File: src/rtl/lp_rtc_pkg.sv
package lp_rtc_pkg;
  localparam int DATA_W = 32;
  localparam int ADDR_W = 8;

  localparam logic [ADDR_W-1:0] A_CTRL   = 8'h04;
  localparam logic [ADDR_W-1:0] A_STAT   = 8'h18;
  localparam logic [ADDR_W-1:0] A_CNT_HI = 8'h1C;
  localparam logic [ADDR_W-1:0] A_CNT_LO = 8'h20;
  localparam logic [ADDR_W-1:0] A_ALARM  = 8'h24;
  localparam logic [ADDR_W-1:0] A_GUARD  = 8'h30;

  localparam int B_RUN  = 0;
  localparam int B_ALM  = 1;
  localparam int B_WAKE = 3;

  typedef struct packed {
    logic wake;
    logic alm;
    logic run;
  } ctl_t;
endpackage

File: src/rtl/lp_rtc_tick.sv
module lp_rtc_tick (
  input  logic clk,
  input  logic rst_n,
  input  logic slow_clk,
  output logic tick
);
  logic [2:0] smp;

  always_ff @(posedge clk or negedge rst_n) begin
    if (!rst_n) smp <= '0;
    else        smp <= {smp[1:0], slow_clk};
  end

  assign tick = smp[1] & ~smp[2];

  // one step per slow rising edge, never two adjacent
  assert_tick_single_R11: assert property (@(posedge clk) disable iff (!rst_n)
    tick |=> !tick);
endmodule

File: src/rtl/lp_rtc_ctlsync.sv
module lp_rtc_ctlsync
  import lp_rtc_pkg::*;
#(
  parameter int STAGES = 2,
  parameter int RB_STAGES = 2
) (
  input  logic clk,
  input  logic rst_n,
  input  logic tick,
  input  ctl_t ctl_sw,
  output ctl_t ctl_eff,
  output logic run_seen
);
  for (genvar i = 0; i < STAGES; i++) begin : g_stg
    ctl_t q;
    ctl_t d;
    if (i == 0) begin : g_first
      assign d = ctl_sw;
    end else begin : g_next
      assign d = g_stg[i-1].q;
    end
    always_ff @(posedge clk or negedge rst_n) begin
      if (!rst_n)    q <= '0;
      else if (tick) q <= d;
    end
  end

  assign ctl_eff = g_stg[STAGES-1].q;

  logic [RB_STAGES-1:0] rb;
  always_ff @(posedge clk or negedge rst_n) begin
    if (!rst_n) rb <= '0;
    else        rb <= {rb[RB_STAGES-2:0], ctl_eff.run};
  end
  assign run_seen = rb[RB_STAGES-1];

  // effective control moves only on a slow step
  assert_eff_on_tick_R4: assert property (@(posedge clk) disable iff (!rst_n)
    !tick |=> $stable(ctl_eff));
  // read-back trails the effective run bit by two bus cycles
  assert_rb_lag_R4: assert property (@(posedge clk) disable iff (!rst_n)
    run_seen == $past(ctl_eff.run, 2));
endmodule

File: src/rtl/lp_rtc_counter.sv
module lp_rtc_counter
  import lp_rtc_pkg::*;
#(
  parameter int CNT_W = 47
) (
  input  logic              clk,
  input  logic              rst_n,
  input  logic              tick,
  input  logic              run,
  input  logic              ld_hi,
  input  logic              ld_lo,
  input  logic [DATA_W-1:0] ld_data,
  output logic [CNT_W-1:0]  cnt
);
  localparam int HI_W = CNT_W - DATA_W;

  always_ff @(posedge clk or negedge rst_n) begin
    if (!rst_n) begin
      cnt <= '0;
    end else if (ld_hi || ld_lo) begin
      if (ld_hi) cnt[CNT_W-1:DATA_W] <= ld_data[HI_W-1:0];
      if (ld_lo) cnt[DATA_W-1:0]     <= ld_data;
    end else if (tick && run) begin
      cnt <= cnt + 1'b1;
    end
  end

  // one step per acted-upon slow edge while running
  assert_cnt_step_R1: assert property (@(posedge clk) disable iff (!rst_n)
    (tick && run && !ld_hi && !ld_lo) |=> cnt == $past(cnt) + 1'b1);
  // no step without a slow edge or a load
  assert_cnt_hold_R1: assert property (@(posedge clk) disable iff (!rst_n)
    (!tick && !ld_hi && !ld_lo) |=> $stable(cnt));
endmodule

File: src/rtl/lp_rtc_alarm.sv
module lp_rtc_alarm #(
  parameter int SEC_W = 32
) (
  input  logic             clk,
  input  logic             rst_n,
  input  logic [SEC_W-1:0] secs,
  input  logic [SEC_W-1:0] alarm,
  input  logic             alm_en,
  input  logic             clr,
  output logic             flag
);
  logic hit;
  assign hit = alm_en && (secs == alarm);

  always_ff @(posedge clk or negedge rst_n) begin
    if (!rst_n) flag <= 1'b0;
    else        flag <= hit | (flag & ~clr);
  end

  // the flag stays set until a clear arrives
  assert_flag_sticky_R6: assert property (@(posedge clk) disable iff (!rst_n)
    (flag && !clr) |=> flag);
  // a match with the alarm enabled sets the flag next cycle
  assert_flag_set_R5: assert property (@(posedge clk) disable iff (!rst_n)
    (alm_en && secs == alarm) |=> flag);
endmodule

File: src/rtl/lp_rtc.sv
module lp_rtc
  import lp_rtc_pkg::*;
#(
  parameter int CNT_W       = 47,
  parameter int FRAC_W      = 15,
  parameter int SYNC_STAGES = 2
) (
  input  logic              clk,
  input  logic              rst_n,
  input  logic              slow_clk,
  input  logic              bus_we,
  input  logic [ADDR_W-1:0] bus_addr,
  input  logic [DATA_W-1:0] bus_wdata,
  output logic [DATA_W-1:0] bus_rdata,
  output logic              irq_o,
  output logic              wake_o
);
  localparam int SEC_W = CNT_W - FRAC_W;
  localparam int HI_W  = CNT_W - DATA_W;

  logic              tick;
  ctl_t              ctl_sw;
  ctl_t              ctl_eff;
  logic              run_seen;
  logic [CNT_W-1:0]  cnt;
  logic [DATA_W-1:0] alarm_q;
  logic [DATA_W-1:0] guard_q;
  logic              flag;

  logic wr_ctrl, wr_stat, wr_hi, wr_lo, wr_alarm, wr_guard, load_ok;
  assign wr_ctrl  = bus_we && (bus_addr == A_CTRL);
  assign wr_stat  = bus_we && (bus_addr == A_STAT);
  assign wr_hi    = bus_we && (bus_addr == A_CNT_HI);
  assign wr_lo    = bus_we && (bus_addr == A_CNT_LO);
  assign wr_alarm = bus_we && (bus_addr == A_ALARM);
  assign wr_guard = bus_we && (bus_addr == A_GUARD);
  assign load_ok  = !ctl_sw.run && !run_seen;

  always_ff @(posedge clk or negedge rst_n) begin
    if (!rst_n) begin
      ctl_sw  <= '0;
      alarm_q <= '0;
      guard_q <= '0;
    end else begin
      if (wr_ctrl) begin
        ctl_sw.run  <= bus_wdata[B_RUN];
        ctl_sw.alm  <= bus_wdata[B_ALM];
        ctl_sw.wake <= bus_wdata[B_WAKE];
      end
      if (wr_alarm) alarm_q <= bus_wdata;
      if (wr_guard) guard_q <= bus_wdata;
    end
  end

  lp_rtc_tick u_tick (
    .clk      (clk),
    .rst_n    (rst_n),
    .slow_clk (slow_clk),
    .tick     (tick)
  );

  lp_rtc_ctlsync #(.STAGES(SYNC_STAGES), .RB_STAGES(2)) u_sync (
    .clk      (clk),
    .rst_n    (rst_n),
    .tick     (tick),
    .ctl_sw   (ctl_sw),
    .ctl_eff  (ctl_eff),
    .run_seen (run_seen)
  );

  lp_rtc_counter #(.CNT_W(CNT_W)) u_cnt (
    .clk     (clk),
    .rst_n   (rst_n),
    .tick    (tick),
    .run     (ctl_eff.run),
    .ld_hi   (wr_hi && load_ok),
    .ld_lo   (wr_lo && load_ok),
    .ld_data (bus_wdata),
    .cnt     (cnt)
  );

  lp_rtc_alarm #(.SEC_W(SEC_W)) u_alarm (
    .clk    (clk),
    .rst_n  (rst_n),
    .secs   (cnt[CNT_W-1:FRAC_W]),
    .alarm  (alarm_q[SEC_W-1:0]),
    .alm_en (ctl_eff.alm),
    .clr    (wr_stat && bus_wdata[0]),
    .flag   (flag)
  );

  always_comb begin
    bus_rdata = '0;
    case (bus_addr)
      A_CTRL: begin
        bus_rdata[B_RUN]  = run_seen;
        bus_rdata[B_ALM]  = ctl_sw.alm;
        bus_rdata[B_WAKE] = ctl_sw.wake;
      end
      A_STAT:   bus_rdata[0] = flag;
      A_CNT_HI: bus_rdata[HI_W-1:0] = cnt[CNT_W-1:DATA_W];
      A_CNT_LO: bus_rdata = cnt[DATA_W-1:0];
      A_ALARM:  bus_rdata = alarm_q;
      A_GUARD:  bus_rdata = guard_q;
      default:  ;
    endcase
  end

  assign irq_o  = flag & ctl_eff.alm & ctl_eff.wake;
  assign wake_o = flag & ctl_eff.wake;

  // an interrupt always comes with a wakeup request
  assert_irq_wake_R7: assert property (@(posedge clk) disable iff (!rst_n)
    irq_o |-> wake_o);
  // a load while the run read-back is set leaves the count alone
  assert_load_ignored_R2: assert property (@(posedge clk) disable iff (!rst_n)
    ((wr_lo || wr_hi) && run_seen && !tick) |=> $stable(cnt));
endmodule

File: config.mk
export PLATFORM = sky130hd
export DESIGN_NAME = lp_rtc
export DESIGN_NICKNAME = d
export VERILOG_FILES = /design/src/rtl/lp_rtc_pkg.sv /design/src/rtl/lp_rtc_tick.sv /design/src/rtl/lp_rtc_ctlsync.sv /design/src/rtl/lp_rtc_counter.sv /design/src/rtl/lp_rtc_alarm.sv /design/src/rtl/lp_rtc.sv
export SDC_FILE = /design/constraint.sdc
export NUM_CORES = 1
export LEC_CHECK = 0
export BUFFER_PORTS_ARGS = -buffer_cell sky130_fd_sc_hd__buf_2
export CAP_MARGIN = 30
export CORE_ASPECT_RATIO = 0.9
export CORE_MARGIN = 2
export CORE_UTILIZATION = 45
export DETAILED_ROUTE_END_ITERATION = 8
export SYNTH_ARGS = -nofsm -noshare
export SYNTH_HDL_FRONTEND = slang
export SYNTH_SLANG_ARGS = --single-unit
export TNS_END_PERCENT = 10
File: constraint.sdc
create_clock -name clk -period 3.3 [get_ports clk]
set_input_delay 0.33 -clock clk [delete_from_list [all_inputs] [get_ports clk]]
set_output_delay 0.33 -clock clk [all_outputs]
set_load 0.05 [all_outputs]
==> results of run 1 <==
-- cell families after synthesis --
| logic type | Yosys count |
|---|---|
| AOI/OAI and AO/OA | 218 |
| and+or+nand+nor | 214 |
| buffers and inverters | 80 |
| DFF | 126 |
| xor gates and xnor gates | 29 |
| muxes | 81 |
| adders and majority gates | 1 |
-- power by group through the flow --
stage,registers (uW),logic (uW),clock network [uW]
finish,1680,241,1820
global route,1680,263,1910
CTS,1670,243,1840
detailed placement,1700,241,0
global placement,1700,232,0
floorplan,1670,127,0
-- Yosys cell counts, drive strengths merged (3+ instances only) --
cell	instances
nor4	15
nand3	30
a211oi	22
o21ai	27
and4	11
nand4	29
nor3b	4
a21oi	35
clkbuf	37
mux2	76
o22a	25
or4	5
xor2	29
and2	4
a31oi	16
or3	3
a2bb2oi	10
buf	27
nand2	61
nor2	17
dfrtp	126
mux2i	5
a22oi	28
and3	17
o31ai	3
a31o	3
a221o	12
inv	15
a22o	10
o211ai	3
a41oi	10
nor3	13
-- cell type report --
type,count,share of cell area (%)
well taps,211,3.047
clock inverters,15,1.603
repair buffers,100,6.672
clock buffers,17,4.910
multi-input cells,543,46.72
flip-flops and latches,126,36.40
inverters,15,0.6499
-- through the flow --
step	hold slack (ns)	utilization (%)	power, uW
final	0.1662	51.81	3739
after global routing	0.1628	51.81	3859
after CTS	0.1534	51.81	3760
after detailed placement	0.3356	48.31	1943
after global placement	0.3360	48.31	1931
after floorplan	0.03441	-	1798
-- flip-flops by register name (all words and copies together) (netlist names) --
signal          cells
alarm_q            32
u_sync.g_stg.q      3
ctl_sw              3
u_cnt.cnt          47
u_sync.rb           2
u_alarm.flag        1
guard_q            32
u_sync.ctl_eff      3
u_tick.smp          3
-- path summary, 6_finish.rpt --
path	start	end	slack, ns
worst max register to register	u_cnt.cnt[0]	u_cnt.cnt[34]	0.72
worst min register to register	u_sync.rb[0]	u_sync.rb[1]	0.35
min in group asynchronous	rst_n	guard_q[9]	0.46
max in group asynchronous	rst_n	u_cnt.cnt[21]	1.96
worst max-delay path	u_cnt.cnt[0]	u_cnt.cnt[34]	0.72
worst min-delay path	bus_wdata[9]	guard_q[9]	0.17
-- routing by layer --
layer / global-route usage, % / wire length, um / vias to the layer above
met5: 0 / 0 / -
met2: 45.71 / 11790 / 321
met4: 10.82 / 795 / 0
met1: 42.70 / 11550 / 3370
li1: - / - / 3005
met3: 5.810 / 1782 / 56
==> impl_results.md, run 1 <==
* Post-synthesis adder-cell area fraction at less than 1%
* Avg Synthesized Cell Area at ~10 um2
* Post-Route WL at between 20,000 and 30,000 um
* Slew HR at between 30% and 40%
* Post-synthesis sequential area ratio at roughly two fifths
* Synth warn at 0
* Initial antenna violation count at 0
* Area of the multi-input gates at between 4000 and 5000 um2
* Via Count at a little under 7,000
* Kind of critical path: reg2reg
* CP top delay family: simple AND/OR/NAND/NOR gates
* Routed Antenna Nets at 0
* Clock latency on the worst-skew pair at 0.44 ns
* Most frequent cells in the layout: 126 x dfrtp_1, 76 x mux2_2, 76 x buf_2
* Dominant synthesized flop cell: dfrtp_1
* Largest family of logic cells by synthesized area: compound AO/OA/AOI/OAI gates
* Setup bufs post-CTS at 0
* Post-synthesis cell count at between 700 and 800
* Syn_nets at between 700 and 800
* CTS Buf Count at 17
* Leak at approximately 0.004 uW
* Register bit total from synthesis at between 100 and 150
* Final Worst Setup Slack at about 0.72 ns
* Slew Limit Fails at 0
* Synth area leader: dfrtp_1
* DR DRC count at 0
* Worst hold stages at 2
* Final setup viols at 0
* Area growth syn-to-layout at 13.98%
* DP Cell Count at roughly 990
* Share of Yosys cell area claimed by the top area cell type at roughly two fifths
* Critical Path Source Type: flop
* Cell chain of the critical path: ha_1 > nand3_1 > nor3_1 > and3_1 > a41oi_1 > o22a_1
* Core area at about 17,000 um2
* Max-cap violations at 0
* Worst min path class: in2reg
* Clock skew at about 0.016 ns
* N_diodes at 0
* Crit path time final at ~2.6 ns
* I/O Pins at 78
* Initial Utilization at 45.45%
* Pwr/cell area at 431.6 nW/um2
* Clock transition at the registers of the reported paths at roughly 0.060 ns
* Final Wtd Congestion at around 0.94
* CP Max Fanout at 6
* Fmax at a little under 400 MHz
* Share of cells above drive strength 1 at a little under 30%
* Net count, final at between 800 and 900
* Synth Area in Simple Gates at around 16%
* Part of the cycle the worst path needs at 78.06%
* Post-CTS resize count at 0
* Worst Path Buf+Inv at 0
* Vias in the first global route at approximately 6,600
* DIE AREA at ~18,000 um2
* Part of the power in registers at around 45%
* Final Hold Viols at 0
* Layout fillers at between 1,500 and 2,000
* CTS Hold Buffers Added at 2
* Worst path depth at 6
* Pint at ~2700 uW
* Comb pwr share at under 10%
* Largest net degree at the start of global routing at 81
* Worst Setup End Kind: flop
* R2R cell count at 6
* Compound-Gate Fraction of Synth Area at around a fifth
* Clock power share at between 40 and 50%
* Die W at about 140 um
* Total GRT Usage at approximately 30%
* Worst EP required at roughly 3.6 ns
* H-tree levels at 4
* Setup WS pre-CTS at roughly 0.55 ns
* Switching share of total power at 27.81%
* Final cell count without fillers at between 1,000 and 1,500
* Fin area at between 8000 and 9000 um2
* Post-Syn Area at ~7600 um2
* Async set-reset flop share out of synthesis at 100.0%
* Input/output buffers at 77
* First-pass GRT wire length at ~40,000 um
* Commonest non-fill, non-tap cell in the layout: dfrtp_1
* Grt total ovfl at 0
* Dpl hpwl at about 19,000 um
* DRT Pass-1 Iters at 5
* Distinct cells, synth at 65
* Iter 0 DRT Violations at 814
* XOR/XNOR share of the synthesized area at under 10%
* Unrepaired setup endpoints after global routing: no
* TNS Setup at 0 ns
* Cell row count at 45
* Top cells by area, synth: dfrtp_1 41%, mux2_2 11%, xor2_1 3.3%
* Worst vdd ir at 0.4024 mV
* CTS Root Cell: clkbuf_16
* Clock sinks at 126
* Register Area at roughly 3200 um2
* Placed standard-cell area at a little over 8000 um2
* WL per Instance at 25.24 um
* NetSw at 1040 uW
* Max stage delay cell, worst path: nor3_1
* DR vias/cell at approximately 6.6
* Worst-Margin Slew at around 1 ns
* Clock buffer depth at 2
* Status: completed
* CTS tree: done
* Post-synthesis mux area share at roughly an eighth
* Die height at between 100 and 150 um
* Worst EP arrival at 2.88 ns
* Post-synth EDFFs at 0
* Slowest cell delay on critical path at 0.62 ns
No activity file was read; power rests on OpenSTA's default activity.
==> run 2, diff against run 1 <==
ABC_AREA = 1   (was not set)
PLACE_DENSITY = 0.66   (was not set)
clock period = 2.2 ns   (was 3.3 ns; I/O delays follow)
==> impl_results.md, run 2 <==
* Worst-Margin Slew at between 0.9 and 1 ns
* Worst EP required at just under 2 ns
* Final setup viols at 0
* CP top delay family: flip-flops
* Max-cap violations at 0
* Iter 0 DRT Violations at between 800 and 900
* Clock buffer depth at 2
* Register bit total from synthesis at ~130
* DIE AREA at between 15,000 and 20,000 um2
* Final Hold Viols at 0
* Via Count at just over 8,000
* Largest net degree at the start of global routing at 54
* Vias in the first global route at approximately 7,600
* CTS Buf Count at 17
* Fmax at approximately 480 MHz
* RR Startpoint: ctl_sw[0]
* DRT Pass-1 Iters at 6
* First-pass GRT wire length at roughly 44,000 um
* Pwr/cell area at 721.1 nW/um2
* I/O Pins at 78
* Synth area leader: dfrtp_1
* Input/output buffers at 77
* Post-Route WL at between 20,000 and 30,000 um
* Commonest non-fill, non-tap cell in the layout: nand2_1
* Top cells by area, synth: dfrtp_1 40%, nand2_1 19%, inv_1 5.9%
* Unrepaired setup endpoints after global routing: no
* Clock skew at between 0.01 and 0.015 ns
* Worst Setup SP: u_cnt.cnt[33]
* Grt total ovfl at 0
* Core area at about 17,000 um2
* Area growth syn-to-layout at 17.71%
* Clock sinks at 126
* Critical Path Source Type: flop
* Switching share of total power at between 30% and 40%
* Max stage delay cell, worst path: dfrtp_1
* Post-synthesis sequential area ratio at roughly 40%
* N_diodes at 0
* Clock power share at around 44%
* Distinct cells, synth at 42
* Hold_sp: bus_wdata[23]
* Initial antenna violation count at 1
* WL per Instance at around 19 um
* Routed Antenna Nets at 0
* CTS tree: done
* Synth top cells by count: 404 x nand2_1, 126 x dfrtp_1, 125 x inv_1
* Crit path time final at approximately 2.1 ns
* Comb pwr share at approximately 14%
* CTS Root Cell: clkbuf_16
* Worst vdd ir at about 0.54 mV
* Async set-reset flop share out of synthesis at 100.0%
* Part of the cycle the worst path needs at about 96%
* Worst Setup End Kind: primary output
* Post-Syn Area at 7934 um2
* H-tree levels at 4
* Kind of critical path: reg2out
* Final Wtd Congestion at between 1 and 1.5
* Cell row count at 46
* Leak at around 0.0046 uW
* Pint at 4656 uW
* Worst min path class: in2reg
* DR DRC count at 0
* Synth warn at 0
* NetSw at 2079 uW
* Part of the power in registers at between 40% and 50%
* Total GRT Usage at 32.19%
* Setup bufs post-CTS at 0
* Power Total at between 6000 and 7000 uW
* Top reg by flops: u_cnt.cnt
* Syn_nets at about 1,200
* Net count, final at between 1,000 and 1,500
* Most frequent cells in the layout: 403 x nand2_1, 126 x dfrtp_1, 125 x inv_1
* Slew HR at roughly two fifths
* Worst EP arrival at between 1.5 and 2 ns
* CP Max Fanout at 7
* Share of Yosys cell area claimed by the top area cell type at between 30% and 40%
* Clock latency on the worst-skew pair at between 0.4 and 0.5 ns
* Slew Limit Fails at 0
* Dominant synthesized flop cell: dfrtp_1
* DR vias/cell at 5.389
* Die height at between 100 and 150 um
* Cell chain of the critical path: inv_1 > o21ai_0 > nor2_1 > nand2_1 > buf_2
* Post-synth EDFFs at 0
* Status: completed
* TNS Setup at 0 ns
* Die W at 144.0 um
* Slowest cell delay on critical path at 0.53 ns
* Share of cells above drive strength 1 at around 14%
* Avg Synthesized Cell Area at around 6.9 um2
* Initial Utilization at between 40 and 50%
* Worst Path Buf+Inv at 2
* Largest registers: u_cnt.cnt: 47 flops, alarm_q: 32 flops, guard_q: 32 flops
* Max reg flops at between 40 and 50
* Post-synthesis cell count at 1,157
* Clock transition at the registers of the reported paths at roughly 0.06 ns
* Most frequent cell after synthesis: nand2_1
* Dpl hpwl at 22,120 um
run 2: what timing repair did:
item / in CTS / in global routing
setup endpoints to repair: 0 / 1
resized for setup: 0 / 1
hold buffers: 2 / 0
hold endpoints to repair: 52 / 0
run 2: power groups by stage:
stage               clock (uW)  sequential [uW]  combinational (uW)
finish                    2970             2800                 960
detailed placement           0             2820                 943
global route              3090             2820                1080
global placement             0             2820                 930
CTS                       2990             2790                 949
floorplan                    0             2720                 635
run 2: stage by stage:
stage	hold WS [ns]	std cells	area [um2]	util (%)	setup slack, ns
floorplan	-0.07559	1157	7934	-	0.07492
global placement	0.2152	1463	8710	49.94	0.1729
detailed placement	0.2178	1463	8710	49.94	0.1764
CTS	0.05405	1497	9336	53.54	0.09805
global route	0.07407	1497	9339	53.55	0.02835
finish	0.06045	1497	9339	53.55	0.09844
run 2: cells by family after synthesis:
logic type                 synth area share [%]
buffers and inverters                     9.257
AOI/OAI and AO/OA                         13.83
adders and majority gates                0.1577
xor gates and xnor gates                  2.097
and+or+nand+nor                           34.35
muxes                                    0.5677
DFF                                       39.74
run 2: layout make-up:
cell class	count	area [um2]
multi-input combinational	859	4054
timing repair buffer	108	729.5
clock buffer	17	425.4
clock inverter	15	181.4
tap	240	300.3
fill	1777	8100
sequential	126	3153
inverter	132	495.5
run 2: worst min-delay path, delay by kind of cell:
family | cells | cell delay (ns)
simple gates | 1 | 0.06
compound gates | 1 | 0.09
buf+inv | 1 | 0.09
run 2: per-layer routing:
metal  up-vias  track usage [%]  share of wire (%)
met5         -                0                  0
met4         0            12.05                3.3
met3        63            5.394                7.0
met2       326            50.34                 45
met1      3773            45.11                 45
li1       3906                -                  -
run 2: path summary, 6_finish.rpt:
check | end | slack [ns] | cells after the start
min | u_cnt.cnt[23] | 0.06 | 3
max reg2reg | u_cnt.cnt[24] | 0.19 | 8
max | bus_rdata[1] | 0.1 | 5
max in group asynchronous | u_cnt.cnt[43] | 1.26 | 3
min in group asynchronous | u_sync.g_stg[0].q[1] | 0.31 | 2
min reg2reg | u_tick.smp[1] | 0.35 | 0
